===== config.mk =====
export PLATFORM = sky130hd
export DESIGN_NAME = i2c_evt_flags
export DESIGN_NICKNAME = d
export VERILOG_FILES = /design/src/rtl/i2c_evt_pkg.sv /design/src/rtl/evt_flag_cell.sv /design/src/rtl/evt_arm_track.sv /design/src/rtl/evt_ctrl_reg.sv /design/src/rtl/i2c_evt_flags.sv
export SDC_FILE = /design/constraint.sdc
export NUM_CORES = 1
export LEC_CHECK = 0
export BUFFER_PORTS_ARGS = -buffer_cell sky130_fd_sc_hd__buf_2
export CAP_MARGIN = 20
export CORE_MARGIN = 8
export CORE_UTILIZATION = 48
export CTS_BUF_LIST = sky130_fd_sc_hd__clkbuf_4 sky130_fd_sc_hd__clkbuf_8
export CTS_CLUSTER_SIZE = 10
export DETAILED_ROUTE_END_ITERATION = 7
export PLACE_DENSITY = 0.95
export SYNTH_ARGS = -nofsm -noshare
export SYNTH_HDL_FRONTEND = slang
export SYNTH_SLANG_ARGS = --single-unit

===== constraint.sdc =====
create_clock -name clk_i -period 2.6 [get_ports clk_i]
set_input_delay 0.26 -clock clk_i [delete_from_list [all_inputs] [get_ports clk_i]]
set_output_delay 0.26 -clock clk_i [all_outputs]
set_load 0.01 [all_outputs]

===== src/rtl/i2c_evt_pkg.sv =====
package i2c_evt_pkg;
  localparam int NFLAG     = 7;
  localparam int F_START   = 0;
  localparam int F_SLV     = 1;
  localparam int F_BYTE    = 2;
  localparam int F_HDR     = 3;
  localparam int F_MACK    = 4;
  localparam int F_NACK    = 5;
  localparam int F_STOP    = 6;
  localparam int NFLAG_SR1 = 5;
  localparam int CR_IE     = 0;
  localparam int CR_STOP   = 1;
endpackage


===== src/rtl/evt_flag_cell.sv =====
module evt_flag_cell (
  input  logic clk_i,
  input  logic rst_ni,
  input  logic set_i,
  input  logic clr_i,
  output logic q_o
);
  always_ff @(posedge clk_i or negedge rst_ni) begin
    if (!rst_ni)     q_o <= 1'b0;
    else if (set_i)  q_o <= 1'b1;
    else if (clr_i)  q_o <= 1'b0;
  end

  AST_SET_WINS: assert property (@(posedge clk_i) disable iff (!rst_ni)
    set_i |=> q_o);
  AST_CLR_DROPS: assert property (@(posedge clk_i) disable iff (!rst_ni)
    (clr_i && !set_i) |=> !q_o);
endmodule


===== src/rtl/evt_arm_track.sv =====
module evt_arm_track (
  input  logic clk_i,
  input  logic rst_ni,
  input  logic pend_i,
  input  logic rd_sr1_i,
  input  logic other_acc_i,
  output logic armed_o
);
  always_ff @(posedge clk_i or negedge rst_ni) begin
    if (!rst_ni)          armed_o <= 1'b0;
    else if (rd_sr1_i)    armed_o <= pend_i;
    else if (other_acc_i) armed_o <= 1'b0;
  end

  AST_ARM_DROP: assert property (@(posedge clk_i) disable iff (!rst_ni)
    (other_acc_i && !rd_sr1_i) |=> !armed_o);
  AST_ARM_NEEDS_PEND: assert property (@(posedge clk_i) disable iff (!rst_ni)
    (rd_sr1_i && !pend_i) |=> !armed_o);
endmodule


===== src/rtl/evt_ctrl_reg.sv =====
module evt_ctrl_reg import i2c_evt_pkg::*; #(
  parameter int DATA_W = 8
) (
  input  logic              clk_i,
  input  logic              rst_ni,
  input  logic              wr_i,
  input  logic [DATA_W-1:0] wdata_i,
  output logic [DATA_W-1:0] cr_o,
  output logic              stop_fall_o
);
  always_ff @(posedge clk_i or negedge rst_ni) begin
    if (!rst_ni)   cr_o <= '0;
    else if (wr_i) cr_o <= wdata_i;
  end

  // stop bit 1 -> 0 releases the lines
  assign stop_fall_o = wr_i & cr_o[CR_STOP] & ~wdata_i[CR_STOP];

  AST_CR_HOLD: assert property (@(posedge clk_i) disable iff (!rst_ni)
    !wr_i |=> $stable(cr_o));
  AST_CR_LOAD: assert property (@(posedge clk_i) disable iff (!rst_ni)
    wr_i |=> (cr_o == $past(wdata_i)));
endmodule


===== src/rtl/i2c_evt_flags.sv =====
module i2c_evt_flags import i2c_evt_pkg::*; #(
  parameter int DATA_W = 8
) (
  input  logic              clk_i,
  input  logic              rst_ni,
  input  logic              tx_mode_i,
  input  logic              evt_start_i,
  input  logic              evt_slv_hit_i,
  input  logic              evt_byte_done_i,
  input  logic              evt_hdr_sent_i,
  input  logic              evt_mst_ack_i,
  input  logic              evt_nack_i,
  input  logic              evt_stop_i,
  input  logic              rd_sr1_i,
  input  logic              rd_sr2_i,
  input  logic              rd_dr_i,
  input  logic              wr_dr_i,
  input  logic              wr_cr_i,
  input  logic [DATA_W-1:0] wdata_i,
  output logic [DATA_W-1:0] sr1_o,
  output logic [DATA_W-1:0] sr2_o,
  output logic [DATA_W-1:0] cr_o,
  output logic              evf_o,
  output logic              irq_o
);
  localparam int EVF_BIT = DATA_W - 1;

  logic [NFLAG-1:0] set_v, clr_v, flag_q;
  logic armed, other_acc, stop_fall, nack_rel, byte_next;
  logic nack_q, mute_q;

  assign other_acc = rd_sr2_i | rd_dr_i | wr_dr_i | wr_cr_i;
  assign nack_rel  = nack_q & (wr_dr_i | stop_fall);

  always_comb begin
    set_v[F_START] = evt_start_i;
    set_v[F_SLV]   = evt_slv_hit_i;
    set_v[F_BYTE]  = evt_byte_done_i;
    set_v[F_HDR]   = evt_hdr_sent_i;
    set_v[F_MACK]  = evt_mst_ack_i;
    set_v[F_NACK]  = evt_nack_i;
    set_v[F_STOP]  = evt_stop_i & ~mute_q;

    clr_v[F_START] = armed & wr_dr_i;
    clr_v[F_SLV]   = rd_sr1_i;
    clr_v[F_BYTE]  = (armed & (tx_mode_i ? wr_dr_i : rd_dr_i)) | nack_rel;
    clr_v[F_HDR]   = armed & wr_dr_i;
    clr_v[F_MACK]  = armed & wr_cr_i;
    clr_v[F_NACK]  = rd_sr1_i;
    clr_v[F_STOP]  = rd_sr2_i;
  end

  for (genvar g = 0; g < NFLAG; g++) begin : g_flag
    evt_flag_cell u_cell (
      .clk_i  (clk_i),
      .rst_ni (rst_ni),
      .set_i  (set_v[g]),
      .clr_i  (clr_v[g]),
      .q_o    (flag_q[g])
    );
  end

  evt_arm_track u_arm (
    .clk_i       (clk_i),
    .rst_ni      (rst_ni),
    .pend_i      (evf_o),
    .rd_sr1_i    (rd_sr1_i),
    .other_acc_i (other_acc),
    .armed_o     (armed)
  );

  evt_ctrl_reg #(.DATA_W(DATA_W)) u_cr (
    .clk_i       (clk_i),
    .rst_ni      (rst_ni),
    .wr_i        (wr_cr_i),
    .wdata_i     (wdata_i),
    .cr_o        (cr_o),
    .stop_fall_o (stop_fall)
  );

  assign byte_next = set_v[F_BYTE] | (flag_q[F_BYTE] & ~clr_v[F_BYTE]);

  // nack context lives while the byte flag it came with is held
  always_ff @(posedge clk_i or negedge rst_ni) begin
    if (!rst_ni) begin
      nack_q <= 1'b0;
      mute_q <= 1'b0;
    end else begin
      nack_q <= evt_nack_i | (nack_q & byte_next);
      if (stop_fall & nack_q & flag_q[F_BYTE]) mute_q <= 1'b1;
      else if (evt_stop_i)                     mute_q <= 1'b0;
    end
  end

  assign evf_o = |flag_q;
  assign irq_o = evf_o & cr_o[CR_IE];

  always_comb begin
    sr1_o = '0;
    sr1_o[NFLAG_SR1-1:0] = flag_q[NFLAG_SR1-1:0];
    sr1_o[EVF_BIT] = evf_o;
    sr2_o = '0;
    sr2_o[0] = flag_q[F_NACK];
    sr2_o[1] = flag_q[F_STOP];
  end

  AST_SLV_CLR: assert property (@(posedge clk_i) disable iff (!rst_ni)
    (rd_sr1_i && !evt_slv_hit_i) |=> !sr1_o[F_SLV]);
  AST_STOP_CLR: assert property (@(posedge clk_i) disable iff (!rst_ni)
    (rd_sr2_i && !evt_stop_i) |=> !sr2_o[1]);
  AST_STOP_MUTE: assert property (@(posedge clk_i) disable iff (!rst_ni)
    (mute_q && evt_stop_i && !flag_q[F_STOP]) |=> !sr2_o[1]);
  AST_BYTE_RX_HOLD: assert property (@(posedge clk_i) disable iff (!rst_ni)
    (flag_q[F_BYTE] && !tx_mode_i && !armed && rd_dr_i) |=> sr1_o[F_BYTE]);
  AST_NACK_CLR: assert property (@(posedge clk_i) disable iff (!rst_ni)
    (rd_sr1_i && !evt_nack_i) |=> !sr2_o[0]);
endmodule


==> impl_results.md <==
* WL per Instance at 15.1 µm
* # setup viols final at 0
* Largest net degree at the start of global routing at 19
* GRT Residual Overflow at 0
* Dpl hpwl at 1630 µm
* Initial core utilization at 0.501
* Post-synthesis sequential area ratio at 0.526
* CP required at 2.34 ns
* Antenna Violating Nets Remaining at 0
* Synth warnings at 0
* Die area at 3390 µm²
* Crit. Startpoint: g_flag[3].u_cell.q_o$_DFFE_PN0P_
* Residual DRC count at 0
* DR iter-0 viols at 6
* Fin. max-slew vios at 0
* I/O pin count at 49
* Clock tree sinks at 18
* Setup Crit Path Kind: reg -> out
* Worst r2r src: u_arm.armed_o$_DFFE_PN0P_
* H-Tree Depth at 1
* Worst-case clock skew at 0.00134 ns
* Hold Fails Final Rpt at 0
* Core footprint at 1710 µm²
* CTS Buf Count at 3
* Unrepaired setup endpoints after global routing: no
* Routability cong. at 0.717
* Resized Gates After CTS at 0
* Clock Tree Buf Depth at 2
* MaxCap Viol Count at 0
* Die X at 58.2 µm
* Initial antenna violation count at 0
* Status: finished clean
* Worst Hold Class: in -> reg
* Fin area at 1020 µm²
* PnR Total Power at 0.000560 W
* Vert. Die Dim at 58.2 µm
* N_diodes at 0
* Area grow syn2layout at 19.0%
* Max VDD drop at 318 µV
* PD cells at 550 nW/µm²
* Port bufs at 40
* Clock-pin slew on the worst setup and hold paths at 0.10 ns
* Cells after Synth at 72
* Commonest non-fill, non-tap cell in the layout: buf_2
* Lkg Pwr at 0.515 nW
* Highest-count cells in the layout ignoring fill and taps: 40 x buf_2, 18 x dfrtp_1, 9 x mux2_2, 8 x conb_1, 6 x a21o_1
* Arr. time, crit path at 1.41 ns
* Filler cell count at 152
* Crit path launch type: flop
* Crit share post-route at 0.644
* Worst hold stages at 2
* Synth Register Bits at 18
* CTS Root Cell: clkbuf_4
* Avg Inst Size Synth at 11.9 µm²
* First-pass GRT wire length at 3200 µm
* Vias per cell at 4.76
* Hold Startpoint: evt_mst_ack_i
* DP Area at 986 µm²
* Library cells used by synthesis at 21
* FMAX at 0.597 GHz
* Clock Latency Late Sink at 0.28 ns
* Row count at 15
* Final WL at 1970 µm
* Worst setup EP type: output port
* Gr usage total at 0.121
* CTS tree: built
* Vias in the first global route at 728
* Share of layout cells above drive strength 1 at 0.509
* R2r worst-path depth at 3
* Drt pass-1 iters at 4
* Final Net Count at 131
* Via count at 624
* Post-place setup slack at 1.22 ns
* Final WS setup at 0.925 ns
* Post-synthesis instance area at 856 µm²
* Final worst path period need at 1.67 ns
* Min Hold Slack at 0.146 ns
* Worst Path Max Fanout at 4
* Setup TNS at 0 ns
-- metal layers --
layer	track usage	wire [µm]
met1	0.133	774
met4	0.0420	12
met3	0.0574	213
met2	0.199	973
met5	0	0
-- what timing repair did --
item                                    4_1_cts  5_1_grt
buffers inserted                              0        0
endpoints found under the setup margin        0        0
hold buffers                                  1        0
endpoints found under the hold margin        18        0
-- power breakdown --
group	switching [W]	internal (W)	leakage, nW	total (W)
clock network	0.0000812	0.0000538	0.0138	0.000135
registers	0.0000169	0.000304	0.202	0.000321
logic	0.0000531	0.0000511	0.298	0.000104
-- cell type report --
class	instances	area [µm²]	area share
repair buffers	41	210	0.206
multi-input cells	41	293	0.287
inverters	3	11.3	0.0111
flip-flops and latches	18	450	0.442
clock buffers	3	22.5	0.0221
well taps	25	31.3	0.0307
-- critical path, stage by stage (launching register included) --
cell and delay [ns]:
dfrtp_1 0.41, nor4_1 0.28, nand2_1 0.14, and2_1 0.17
buf_2 0.13
-- Yosys cell counts --
master | count | area (µm²)
o22ai_1 | 1 | 6.26
a21oi_1 | 1 | 5.00
nor4_1 | 1 | 6.26
o21ai_0 | 1 | 5.00
a21o_1 | 6 | 45.0
o31ai_1 | 1 | 7.51
and3b_1 | 1 | 8.76
buf_4 | 17 | 128
a32o_1 | 1 | 10.0
dfrtp_1 | 18 | 450
nor3_1 | 1 | 5.00
nand2_1 | 4 | 15.0
nand3b_1 | 1 | 7.51
or4b_1 | 1 | 10.0
inv_1 | 3 | 11.3
nor3_2 | 1 | 10.0
nand3_1 | 1 | 5.00
and2_1 | 1 | 6.26
conb_1 | 1 | 3.75
mux2_2 | 9 | 101
a31o_2 | 1 | 8.76
-- sequential cells by signal, indices dropped and copies added, names as in the netlist --
register / cells
u_cr.cr_o: 8
mute_q: 1
g_flag.u_cell.q_o: 7
u_arm.armed_o: 1
nack_q: 1
-- worst paths after layout --
path                                                    end  slack, ns
setup / recovery                                      irq_o       0.93
setup reg to reg                  u_arm.armed_o$_DFFE_PN0P_       1.46
min in group asynchronous          u_cr.cr_o[5]$_DFFE_PN0P_       0.44
hold reg to reg            g_flag[6].u_cell.q_o$_DFFE_PN0P_       0.47
max in group asynchronous                mute_q$_DFFE_PN0P_       1.89
hold / removal             g_flag[4].u_cell.q_o$_DFFE_PN0P_       0.15
-- logic make-up (layout without fill, tap and decap cells) --
kind of cell / count (synthesis) / after routing / synth area share
flops: 18 / 18 / 0.526
other cells: 1 / 8 / 0.00438
compound gates: 12 / 12 / 0.102
mux: 9 / 9 / 0.118
simple gates: 12 / 12 / 0.0863
buf+inv: 20 / 47 / 0.162
-- metrics by stage --
step / cells / utilization
after detailed placement: 127 / 0.577
final: 131 / 0.596
after floorplan: 79 / -
after global routing: 131 / 0.596
after global placement: 127 / 0.577
after CTS: 131 / 0.596
(Power assumes the default switching activity.)
